$ cat config.mk
export PLATFORM = sky130hd
export DESIGN_NAME = lookahead_way_alloc
export DESIGN_NICKNAME = d
export VERILOG_FILES = /design/src/rtl/lwp_pkg.sv /design/src/rtl/lwp_ledger.sv /design/src/rtl/lwp_gain_pick.sv /design/src/rtl/lwp_mu_cmp.sv /design/src/rtl/lookahead_way_alloc.sv
export SDC_FILE = /design/constraint.sdc
export NUM_CORES = 2
export LEC_CHECK = 0
export ABC_AREA = 1
export BUFFER_PORTS_ARGS = -buffer_cell sky130_fd_sc_hd__buf_2
export CORE_AREA = 2 2 402 404
export DETAILED_ROUTE_END_ITERATION = 6
export DIE_AREA = 0 0 404 406
export GPL_ROUTABILITY_DRIVEN = 0
export SYNTH_ARGS = -nofsm -noshare
export SYNTH_HDL_FRONTEND = slang
export SYNTH_SLANG_ARGS = --single-unit
$ cat constraint.sdc
create_clock -name clk -period 13.2 [get_ports clk]
set_input_delay 1.32 -clock clk [delete_from_list [all_inputs] [get_ports clk]]
set_output_delay 1.32 -clock clk [all_outputs]
set_load 0.1 [all_outputs]
$ cat src/rtl/lwp_pkg.sv
// Package lwp_pkg
// Holds the control-state encoding shared by the allocator modules.
// Assumes no other package defines these names.
package lwp_pkg;
    typedef enum logic [1:0] {
        ST_IDLE  = 2'd0,
        ST_SCAN  = 2'd1,
        ST_GRANT = 2'd2,
        ST_FIN   = 2'd3
    } lwp_state_e;
endpackage

$ cat src/rtl/lwp_ledger.sv
// Module lwp_ledger
// Keeps the running allotment per application and the count of ways not
// yet handed out. An init pulse gives every application one way. A grant
// pulse adds grant_len_i ways to one application.
// Assumes N_WAYS >= N_APPS and that a grant never exceeds remain_o.
module lwp_ledger #(
    parameter int N_APPS = 4,
    parameter int N_WAYS = 16,
    parameter int WAY_W  = 5,
    parameter int APP_W  = 2
) (
    input  logic                      clk,
    input  logic                      rst_n,
    input  logic                      init_i,
    input  logic                      grant_i,
    input  logic [APP_W-1:0]          grant_app_i,
    input  logic [WAY_W-1:0]          grant_len_i,
    output logic [N_APPS*WAY_W-1:0]   alloc_o,
    output logic [WAY_W-1:0]          remain_o
);
    localparam logic [WAY_W-1:0] SPARE = WAY_W'(N_WAYS - N_APPS);

    logic [WAY_W-1:0] alloc_q [N_APPS];

    for (genvar g = 0; g < N_APPS; g++) begin : g_app
        // Per-application allotment register.
        always_ff @(posedge clk) begin
            if (!rst_n) begin
                alloc_q[g] <= '0;
            end else if (init_i) begin
                alloc_q[g] <= WAY_W'(1);
            end else if (grant_i && (grant_app_i == APP_W'(g))) begin
                alloc_q[g] <= alloc_q[g] + grant_len_i;
            end
        end
        assign alloc_o[g*WAY_W +: WAY_W] = alloc_q[g];
    end

    // Count of ways still unassigned.
    always_ff @(posedge clk) begin
        if (!rst_n) begin
            remain_o <= '0;
        end else if (init_i) begin
            remain_o <= SPARE;
        end else if (grant_i) begin
            remain_o <= remain_o - grant_len_i;
        end
    end
endmodule

$ cat src/rtl/lwp_gain_pick.sv
// Module lwp_gain_pick
// Combinational: reads the hit curve of one application and returns the
// hit gain of growing from base_i ways to base_i+extra_i ways, clamped at
// zero when the curve falls.
// Assumes base_i + extra_i <= N_WAYS whenever the result is used.
module lwp_gain_pick #(
    parameter int N_APPS = 4,
    parameter int N_WAYS = 16,
    parameter int CNT_W  = 16,
    parameter int WAY_W  = 5,
    parameter int APP_W  = 2
) (
    input  logic [N_APPS*N_WAYS*CNT_W-1:0] curves_i,
    input  logic [APP_W-1:0]               app_i,
    input  logic [WAY_W-1:0]               base_i,
    input  logic [WAY_W-1:0]               extra_i,
    output logic [CNT_W-1:0]               gain_o
);
    logic [WAY_W:0]   top_k;
    logic [CNT_W-1:0] top_hits;
    logic [CNT_W-1:0] base_hits;
    int               top_idx;
    int               base_idx;

    // Look up both curve points and form the clamped difference.
    always_comb begin
        top_k    = {1'b0, base_i} + {1'b0, extra_i};
        top_idx  = (int'(app_i) * N_WAYS + int'(top_k) - 1) * CNT_W;
        base_idx = (int'(app_i) * N_WAYS + int'(base_i) - 1) * CNT_W;
        top_hits  = (top_k == '0) ? '0 : curves_i[top_idx +: CNT_W];
        base_hits = (base_i == '0) ? '0 : curves_i[base_idx +: CNT_W];
        gain_o    = (top_hits > base_hits) ? (top_hits - base_hits) : '0;
    end
endmodule

$ cat src/rtl/lwp_mu_cmp.sv
// Module lwp_mu_cmp
// Combinational: decides whether a candidate (gain, length) beats the
// stored best in gain per way. It uses cross products, so no divider is
// needed. Equal ratios keep the stored best. An empty best is always
// replaced.
// Assumes lengths are nonzero.
module lwp_mu_cmp #(
    parameter int CNT_W = 16,
    parameter int WAY_W = 5
) (
    input  logic [CNT_W-1:0] cand_gain_i,
    input  logic [WAY_W-1:0] cand_len_i,
    input  logic [CNT_W-1:0] best_gain_i,
    input  logic [WAY_W-1:0] best_len_i,
    input  logic             best_valid_i,
    output logic             take_o
);
    localparam int PW = CNT_W + WAY_W;

    logic [PW-1:0] cand_x;
    logic [PW-1:0] best_x;

    // Cross-multiply and compare strictly.
    always_comb begin
        cand_x = PW'(cand_gain_i) * PW'(best_len_i);
        best_x = PW'(best_gain_i) * PW'(cand_len_i);
        take_o = !best_valid_i || (cand_x > best_x);
    end
endmodule

$ cat src/rtl/lookahead_way_alloc.sv
// Module lookahead_way_alloc
// Splits N_WAYS cache ways among N_APPS applications from their
// cumulative hit curves. It grants one way to each application first.
// Then it runs lookahead rounds: each round scans every (application,
// extra size) pair, one per cycle, and grants the best gain-per-way step.
// Results are published to ways_o with a one-cycle done_o.
// Assumes curves_i is stable while busy_o is high and N_WAYS >= N_APPS.
module lookahead_way_alloc #(
    parameter int N_APPS = 4,
    parameter int N_WAYS = 16,
    parameter int CNT_W  = 16,
    parameter int WAY_W  = $clog2(N_WAYS + 1),
    parameter int APP_W  = (N_APPS > 1) ? $clog2(N_APPS) : 1
) (
    input  logic                            clk,
    input  logic                            rst_n,
    input  logic                            start_i,
    input  logic [N_APPS*N_WAYS*CNT_W-1:0]  curves_i,
    output logic [N_APPS*WAY_W-1:0]         ways_o,
    output logic                            busy_o,
    output logic                            done_o
);
    import lwp_pkg::*;

    localparam logic [APP_W-1:0] LAST_APP = APP_W'(N_APPS - 1);
    localparam bit               NO_SPARE = (N_WAYS == N_APPS);

    lwp_state_e              state_q;
    logic [APP_W-1:0]        cur_app_q;
    logic [WAY_W-1:0]        cur_ext_q;
    logic [APP_W-1:0]        best_app_q;
    logic [WAY_W-1:0]        best_len_q;
    logic [CNT_W-1:0]        best_gain_q;
    logic                    best_valid_q;

    logic                    init_p;
    logic                    grant_p;
    logic [N_APPS*WAY_W-1:0] alloc_w;
    logic [WAY_W-1:0]        remain_w;
    logic [WAY_W-1:0]        base_w;
    logic [CNT_W-1:0]        cand_gain_w;
    logic                    take_w;

    assign init_p  = (state_q == ST_IDLE) && start_i;
    assign grant_p = (state_q == ST_GRANT);
    assign base_w  = alloc_w[int'(cur_app_q)*WAY_W +: WAY_W];
    assign busy_o  = (state_q != ST_IDLE);

    lwp_ledger #(
        .N_APPS(N_APPS), .N_WAYS(N_WAYS), .WAY_W(WAY_W), .APP_W(APP_W)
    ) u_ledger (
        .clk        (clk),
        .rst_n      (rst_n),
        .init_i     (init_p),
        .grant_i    (grant_p),
        .grant_app_i(best_app_q),
        .grant_len_i(best_len_q),
        .alloc_o    (alloc_w),
        .remain_o   (remain_w)
    );

    lwp_gain_pick #(
        .N_APPS(N_APPS), .N_WAYS(N_WAYS), .CNT_W(CNT_W),
        .WAY_W(WAY_W), .APP_W(APP_W)
    ) u_gain (
        .curves_i(curves_i),
        .app_i   (cur_app_q),
        .base_i  (base_w),
        .extra_i (cur_ext_q),
        .gain_o  (cand_gain_w)
    );

    lwp_mu_cmp #(
        .CNT_W(CNT_W), .WAY_W(WAY_W)
    ) u_cmp (
        .cand_gain_i (cand_gain_w),
        .cand_len_i  (cur_ext_q),
        .best_gain_i (best_gain_q),
        .best_len_i  (best_len_q),
        .best_valid_i(best_valid_q),
        .take_o      (take_w)
    );

    // Control sequence: idle, scan candidates, grant, publish.
    always_ff @(posedge clk) begin
        if (!rst_n) begin
            state_q      <= ST_IDLE;
            cur_app_q    <= '0;
            cur_ext_q    <= WAY_W'(1);
            best_valid_q <= 1'b0;
        end else begin
            unique case (state_q)
                ST_IDLE: begin
                    if (start_i) begin
                        state_q      <= NO_SPARE ? ST_FIN : ST_SCAN;
                        cur_app_q    <= '0;
                        cur_ext_q    <= WAY_W'(1);
                        best_valid_q <= 1'b0;
                    end
                end
                ST_SCAN: begin
                    best_valid_q <= 1'b1;
                    if (cur_ext_q == remain_w) begin
                        cur_ext_q <= WAY_W'(1);
                        if (cur_app_q == LAST_APP) begin
                            state_q <= ST_GRANT;
                        end else begin
                            cur_app_q <= cur_app_q + APP_W'(1);
                        end
                    end else begin
                        cur_ext_q <= cur_ext_q + WAY_W'(1);
                    end
                end
                ST_GRANT: begin
                    cur_app_q    <= '0;
                    cur_ext_q    <= WAY_W'(1);
                    best_valid_q <= 1'b0;
                    state_q      <= (remain_w == best_len_q) ? ST_FIN : ST_SCAN;
                end
                ST_FIN: begin
                    state_q <= ST_IDLE;
                end
                default: state_q <= ST_IDLE;
            endcase
        end
    end

    // Best candidate of the current round.
    always_ff @(posedge clk) begin
        if (!rst_n) begin
            best_app_q  <= '0;
            best_len_q  <= WAY_W'(1);
            best_gain_q <= '0;
        end else if (state_q == ST_SCAN && take_w) begin
            best_app_q  <= cur_app_q;
            best_len_q  <= cur_ext_q;
            best_gain_q <= cand_gain_w;
        end
    end

    // Published allotments and done strobe.
    always_ff @(posedge clk) begin
        if (!rst_n) begin
            ways_o <= '0;
            done_o <= 1'b0;
        end else begin
            done_o <= (state_q == ST_FIN);
            if (state_q == ST_FIN) begin
                ways_o <= alloc_w;
            end
        end
    end
endmodule

======== Yosys cells after proc, flatten, opt, wreduce, memory -nomap -nowiden ========
Memories as Yosys holds them, arrays and structs flattened.
Index checks and enable logic that the tools add are counted.
word-level totals
  input bits .............................. 1,027
  bits in writable memories ............... 20
  flip-flop bits (word level) ............. 59
  output and inout port bits .............. 22
  logic and storage cells ................. 121
  memories kept ........................... 1
memory list
  name              depth  width  rd ports  clocked after memory_dff  write ports  RTL line          text
  u_ledger.alloc_q  4      5      4         0                         4            lwp_ledger.sv:23  logic [WAY_W-1:0] alloc_q [N_APPS];
operators by class
  shift operators ......................... 3
  magnitude comparators ................... 2
  equality and inequality tests ........... 13
  bitwise gates (word level) .............. 9
  multiplexer cells ....................... 47
  add/subtract/negate cells ............... 13
  reductions and logical operators ........ 19
  $mul .................................... 3
operators by type and width
  kind                                                                   count
  1024-bit by 32-bit variable part select with 16-bit output             2
  28-bit by 2-bit subtractor with 28-bit output (second input constant)  2
  5-bit 2-to-1 mux                                                       10
  16-bit 2-to-1 mux                                                      3
  16-bit by 5-bit multiplier with 21-bit output                          2
  21-bit greater-than comparator                                         1
  1-bit 2-to-1 mux                                                       21
  5-bit adder                                                            4
  20-bit by 6-bit variable part select with 5-bit output                 1
  16-bit greater-than comparator                                         1
  16-bit subtractor                                                      1
  5-bit one-hot mux with 3 select lines                                  1
  2-bit 2-to-1 mux                                                       7
  2-bit equality test (second input constant)                            5
  5-bit equality test                                                    2
  4-bit 2-to-1 mux                                                       2
  2-bit inequality test (second input constant)                          4
  1-bit bitwise OR                                                       8
  2-bit one-hot mux with 4 select lines                                  1
  6-bit by 5-bit adder with 7-bit output                                 1
  6-bit by 6-bit adder with 7-bit output                                 1
  5-bit by 5-bit adder with 6-bit output                                 1
  1-bit logical AND                                                      6
  6-bit logical NOT                                                      1
  18 further kinds                                                       21

======== Depth between registers and ports, before layout ========
  depth in word-level cells ............... 13
  gate-level depth with buffers ........... 67
  gate-level depth less buffers ........... 59

======== Modules after synthesis ========
A second synthesis with hierarchy kept.
second synthesis, totals
  cells, all modules ...................... 6,539
  area total of the unflattened synthesis .. 33,801.2 µm²
by module, submodules not included
  module               instances  area each (µm²)  cells each  sequential area each (µm²)
  lwp_gain_pick        1          23,647.7         5,027       0.0
  lwp_mu_cmp           1          5,992.0          976         0.0
  lookahead_way_alloc  1          2,309.7          323         1,081.0
  lwp_ledger           1          1,851.8          213         700.7

======== Worst setup path before layout ========
OpenSTA, ideal clock, no wires.
  path type ............................... register -> register
  from .................................... register cur_app_q[0]
  to ...................................... register best_gain_q[0]
  library setup time ...................... 0.116 ns
  clock period less this slack ............ 10.292 ns
  buffers on the path ..................... 13
  arrival ................................. 10.176 ns
  stages on the path, launching flop included .. 68
  setup slack ............................. 2.908 ns
  data required time ...................... 13.084 ns
  cells stage by stage .................... dfxtp_1 > buf_6 > nand2_2 > nand3_4 > nand2_4 > buf_8 > inv_4 > buf_2 > ha_1 > inv_1 > buf_4 > buf_2 > buf_2 > buf_2 > ha_1 > buf_2 > inv_2 > buf_2 > [32 not listed] > o21ai_0 > inv_1 > o21ai_0 > xor2_1 > ha_1 > nand2_1 > nor2_1 > nand2_1 > nor3b_1 > o21ai_0 > nand3_1 > nand2_1 > nand2_1 > nand2_1 > buf_2 > buf_2 > o21ai_0 > nor2_1
on the way
  word-level cells in the longest chain between the ends .. 13
  elaborated cells on any way between the ends .. 20
  classes of those cells .................. add/sub (6); mul (2); order compare (2); shift (3); mux (3); reduce/logical (4)
ends and longest elaborated chain
  item                                                                 RTL line                    text
  start: declaration                                                   lookahead_way_alloc.sv:29   logic [APP_W-1:0] cur_app_q;
  start signal: assignment                                             lookahead_way_alloc.sv:108  cur_app_q <= cur_app_q + APP_W'(1);
  2-bit by 3-bit multiplier with 5-bit output                          lookahead_way_alloc.sv:46   assign base_w = alloc_w[int'(cur_app_q)*WAY_W +: WAY_W];
  20-bit by 6-bit variable part select with 5-bit output               lookahead_way_alloc.sv:46
  5-bit by 5-bit adder with 6-bit output                               lwp_gain_pick.sv:27         top_k = {1'b0, base_i} + {1'b0, extra_i};
  6-bit by 6-bit adder with 7-bit output                               lwp_gain_pick.sv:28         top_idx = (int'(app_i) * N_WAYS + int'(top_k) - 1) * CNT_W;
  28-bit by 2-bit subtractor with 28-bit output                        lwp_gain_pick.sv:28
  1024-bit by 32-bit variable part select with 16-bit output           lwp_gain_pick.sv:30         top_hits = (top_k == '0) ? '0 : curves_i[top_idx +: CNT_W];
  16-bit 2-to-1 mux                                                    lwp_gain_pick.sv:30
  16-bit subtractor or 16-bit greater-than comparator (tied branches)  lwp_gain_pick.sv:32         gain_o = (top_hits > base_hits) ? (top_hits - base_hits) : '0;
  16-bit 2-to-1 mux *                                                  lwp_gain_pick.sv:32
  16-bit by 5-bit multiplier with 21-bit output                        lwp_mu_cmp.sv:25            cand_x = PW'(cand_gain_i) * PW'(best_len_i);
  21-bit greater-than comparator                                       lwp_mu_cmp.sv:27            take_o = !best_valid_i || (cand_x > best_x);
  1-bit logical OR                                                     lwp_mu_cmp.sv:27
  1-bit logical AND                                                    lookahead_way_alloc.sv:134  end else if (state_q == ST_SCAN && take_w) begin
  end signal: assignment                                               lookahead_way_alloc.sv:137  best_gain_q <= cand_gain_w;
  end: declaration                                                     lookahead_way_alloc.sv:33   logic [CNT_W-1:0] best_gain_q;
Mark *: on every way between the ends. The rest lies on a longest branch, timed or not.
A chain may end at the register's enable or synchronous reset.

======== Worst setup path in the final report ========
  from .................................... register cur_app_q[1]
  to ...................................... register best_gain_q[15]
Same word-level chain as after synthesis.

==> metrics.cfg <==
[floorplan]
die_h_um = 406
die_w_um = 404
core_area_sq_um = 160000
core.rowCount = 147
dieArea_sq_um = 164000
start_util_pct = 19.7
boundaryPins = 1049

[logic_synthesis]
synth_area_leaders = o21ai_0, nand2_1, nand3_1
synthMuxAreaShare_pct = 0
avgSynthCellArea_sq_um = 5.37
ys_warn_count = 0
synth_top_area_cell = o21ai_0
synthFlopType = dfxtp_1
yosysSeqAreaShare_pct = 5.67
synth_top_family_by_area = compound AO/OA/AOI/OAI gates
ys_types = 50
async_flop_share_pct = 0
synthAdderAreaFrac_pct = 11.0
synth_edf_count = 20
synth.most_common_cell = nand2_1
synthSimpleGateAreaFrac_pct = 31.5
synthXorXnorAreaFrac_pct = 1.92
synth_common_cells = nand2_1, o21ai_0, nand3_1, inv_1, a21oi_1
ys_ff_latch = 79
syn_inst = 5854
synth_compound_area_share_pct = 33.0
synth_fp_nets = 7102
synth_area_sq_um = 31400
synth_top_cell_area_share_pct = 15.2

[setup_path]
r2r-start = cur_app_q[1]$_SDFFE_PN0P_
r2r.worst_path.cells = 54
cp_num_buf_inv = 10
regToRegSetupSlack_ps = 770
path_class = reg -> reg
crit_arrival_ps = 12670
critPathMaxStageDelay_ps = 710
timing.rr.end = best_gain_q[15]$_SDFFE_PN0P_
critical_path.top_delay_family = adder cells
cp-start-kind = register
cp.depth = 54
critPathMostFrequentCell = nand2_1
required_ps = 13440
crit_fanout = 118
worst_path_max_delay_cell = dfxtp_1
critPathCaptureType = register

[power_and_ir_drop]
p_clk_share_pct = 2.4
power_switching_uw = 7800
p_int_uw = 3750
switching_share_pct = 67.5
p_leak_uw = 0.0193
combPwrFrac_pct = 94.6
ir_drop_v = 0.000239
seqPwrFrac_pct = 3.0
power.density_nw_per_um2 = 301

[sta]
period_minus_slack_ps = 12430
finalHoldViolCount = 0
clock.fmax_mhz = 80.5
worstMarginPinSlew_ps = 1210
final.setup_skew_ps = 10.3
maxSlewHeadroom_pct = 19.3
fin_setup_tns_ps = 0
post-route-period-util_pct = 94.1
drv_slew = 0
rsz0062_at_grt = no
finalSetupViolCount = 0

[global_route]
grt_overflow = 0
grt_pass1_wl_mm = 295
grt_usage_pct = 24.6
grt_max_degree = 253
antenna_found_initial = 119
grt_pass1_vias = 41800

[clock_network]
clk_latency_ps = 360
hold_buffers = 0
tritoncts = done
cts.clk_slew.worst_paths_ps = 60
numCtsBuffers = 9
root_buffer = clkbuf_16
cts.sinks = 79
cts_setup_buffers = 0
clockBufferDepth = 2
h-tree-depth = 3

[layout]
multi_input_area_sq_um = 24500
area_growth_pct = 22.4
finalNetCount = 7762
ff_latch_area_sq_um = 1780
final_area_sq_um = 38400
drive_gt1_share_pct = 18.4
num-fill-cells = 18400

[placement]
hpwl_mm = 169
dpl_cell_area_sq_um = 37900
portBuffers = 1048

[detailed_routing]
detail-route-antenna-nets = 0
drt_iter0_drc = 7658
wl_per_cell_um = 24.7
drt_pass1_iterations = 7
remaining_drc_errors = 0
dr_total_vias = 46600
wirelength_mm = 214
routed_via_density = 5.36

[worst_hold_path]
min_path_type = reg -> reg
hold_path_depth = 2
min-delay-start = ways_o[12]$_SDFFE_PN0P_
whs_endpoint = ways_o[12]$_SDFFE_PN0P_

[status]
outcome = finished, final reports clean

[job]
drv_cap = 0

-- placed cells by master, fill, tap and decap left out, drive strengths merged, types with 2 or more instances in the layout --
cell type,count
a211oi,3
a21o,7
a21oi,644
a31oi,6
buf,1122
clkbuf,11
clkinv,5
dfxtp,59
diode,72
edfxtp,20
fa,92
ha,129
inv,798
nand2,1089
nand3,815
nand3b,6
nand4,13
nor2,335
nor3,12
nor3b,7
nor4,5
o211ai,268
o21a,2
o21ai,955
o21bai,4
o22ai,15
o31ai,10
or2,15
xnor2,30
xor2,35
-- cell type report --
cell class | instances | area share (%)
Clock buffer | 11 | 0.661
Multi-Input combinational cell | 4502 | 63.7
Sequential cell | 79 | 4.64
Tap cell | 2086 | 6.79
Timing Repair Buffer | 1122 | 15.6
Clock inverter | 5 | 0.166
Antenna cell | 72 | 0.469
Inverter | 800 | 7.92
-- metrics by stage --
| stage | power, uW | hold WS, ps | worst slack (ps) | cells | util [%] |
|---|---|---|---|---|---|
| detailed placement | 10900 | 479 | 461 | 8589 | 23.7 |
| finish | 11600 | 489 | 774 | 8677 | 24.1 |
| global placement | 10800 | 467 | 511 | 8589 | 23.7 |
| floorplan | 7340 | 441 | 2910 | 5854 | - |
| global route | 12600 | 517 | 131 | 8652 | 24.0 |
| CTS | 11300 | 493 | 389 | 8605 | 23.9 |
-- worst max-delay path by stage --
stage,from,endpoint,slack [ps]
2_1_floorplan,cur_app_q[0]$_SDFFE_PN0P_,best_gain_q[0]$_SDFFE_PN0P_,2910
3_5_place_dp,cur_app_q[0]$_SDFFE_PN0P_,best_gain_q[6]$_SDFFE_PN0P_,460
6_report,cur_app_q[1]$_SDFFE_PN0P_,best_gain_q[15]$_SDFFE_PN0P_,770
5_1_grt,cur_app_q[0]$_SDFFE_PN0P_,best_gain_q[6]$_SDFFE_PN0P_,130
4_1_cts,cur_app_q[0]$_SDFFE_PN0P_,best_gain_q[6]$_SDFFE_PN0P_,390
3_3_place_gp,cur_app_q[0]$_SDFFE_PN0P_,best_app_q[1]$_SDFFE_PN0P_,510
-- metal layers --
layer | track usage (%) | wire, um | vias to the layer above
met2 | 36.8 | 90600 | 3353
li1 | - | - | 21100
met4 | 13.6 | 13600 | 72
met1 | 30.2 | 80800 | 21400
met5 | 0.743 | 628 | -
met3 | 9.02 | 28600 | 644
-- power groups by stage --
stage	registers (uW)	clock network [uW]	logic (uW)
finish	346	275	10900
global route	350	289	12000
detailed placement	348	0	10600
global placement	348	0	10500
floorplan	323	0	7020
CTS	343	278	10700
-- sequential cells by signal, indices dropped and copies added, names as in the netlist --
register / flops
u_ledger.alloc_q: 20
ways_o: 20
best_gain_q: 16
best_len_q: 5
cur_ext_q: 5
u_ledger.remain_o: 5
best_app_q: 2
cur_app_q: 2
state_q: 2
best_valid_q: 1
done_o: 1
-- tightest hold or removal path, delay by kind of cell, from the launching register on --
| kind | cells | cell delay (ps) |
|---|---|---|
| flops | 1 | 330 |
| simple gates | 2 | 130 |
-- cells by family (layout without fill, tap and decap cells) --
logic type / Yosys count / count (layout)
and+or+nand+nor: 2299 / 2299
AOI/OAI and AO/OA: 1917 / 1917
buffers and inverters: 1273 / 1938
adders and majority gates: 221 / 221
DFF: 79 / 79
xor gates and xnor gates: 65 / 65
other: 0 / 72
-- timing repair --
item | in CTS | in global routing
endpoints found under the hold margin | 0 | 0
endpoints found under the setup margin | 0 | 23
resized for setup | 0 | 13
(Power assumes the default switching activity.)
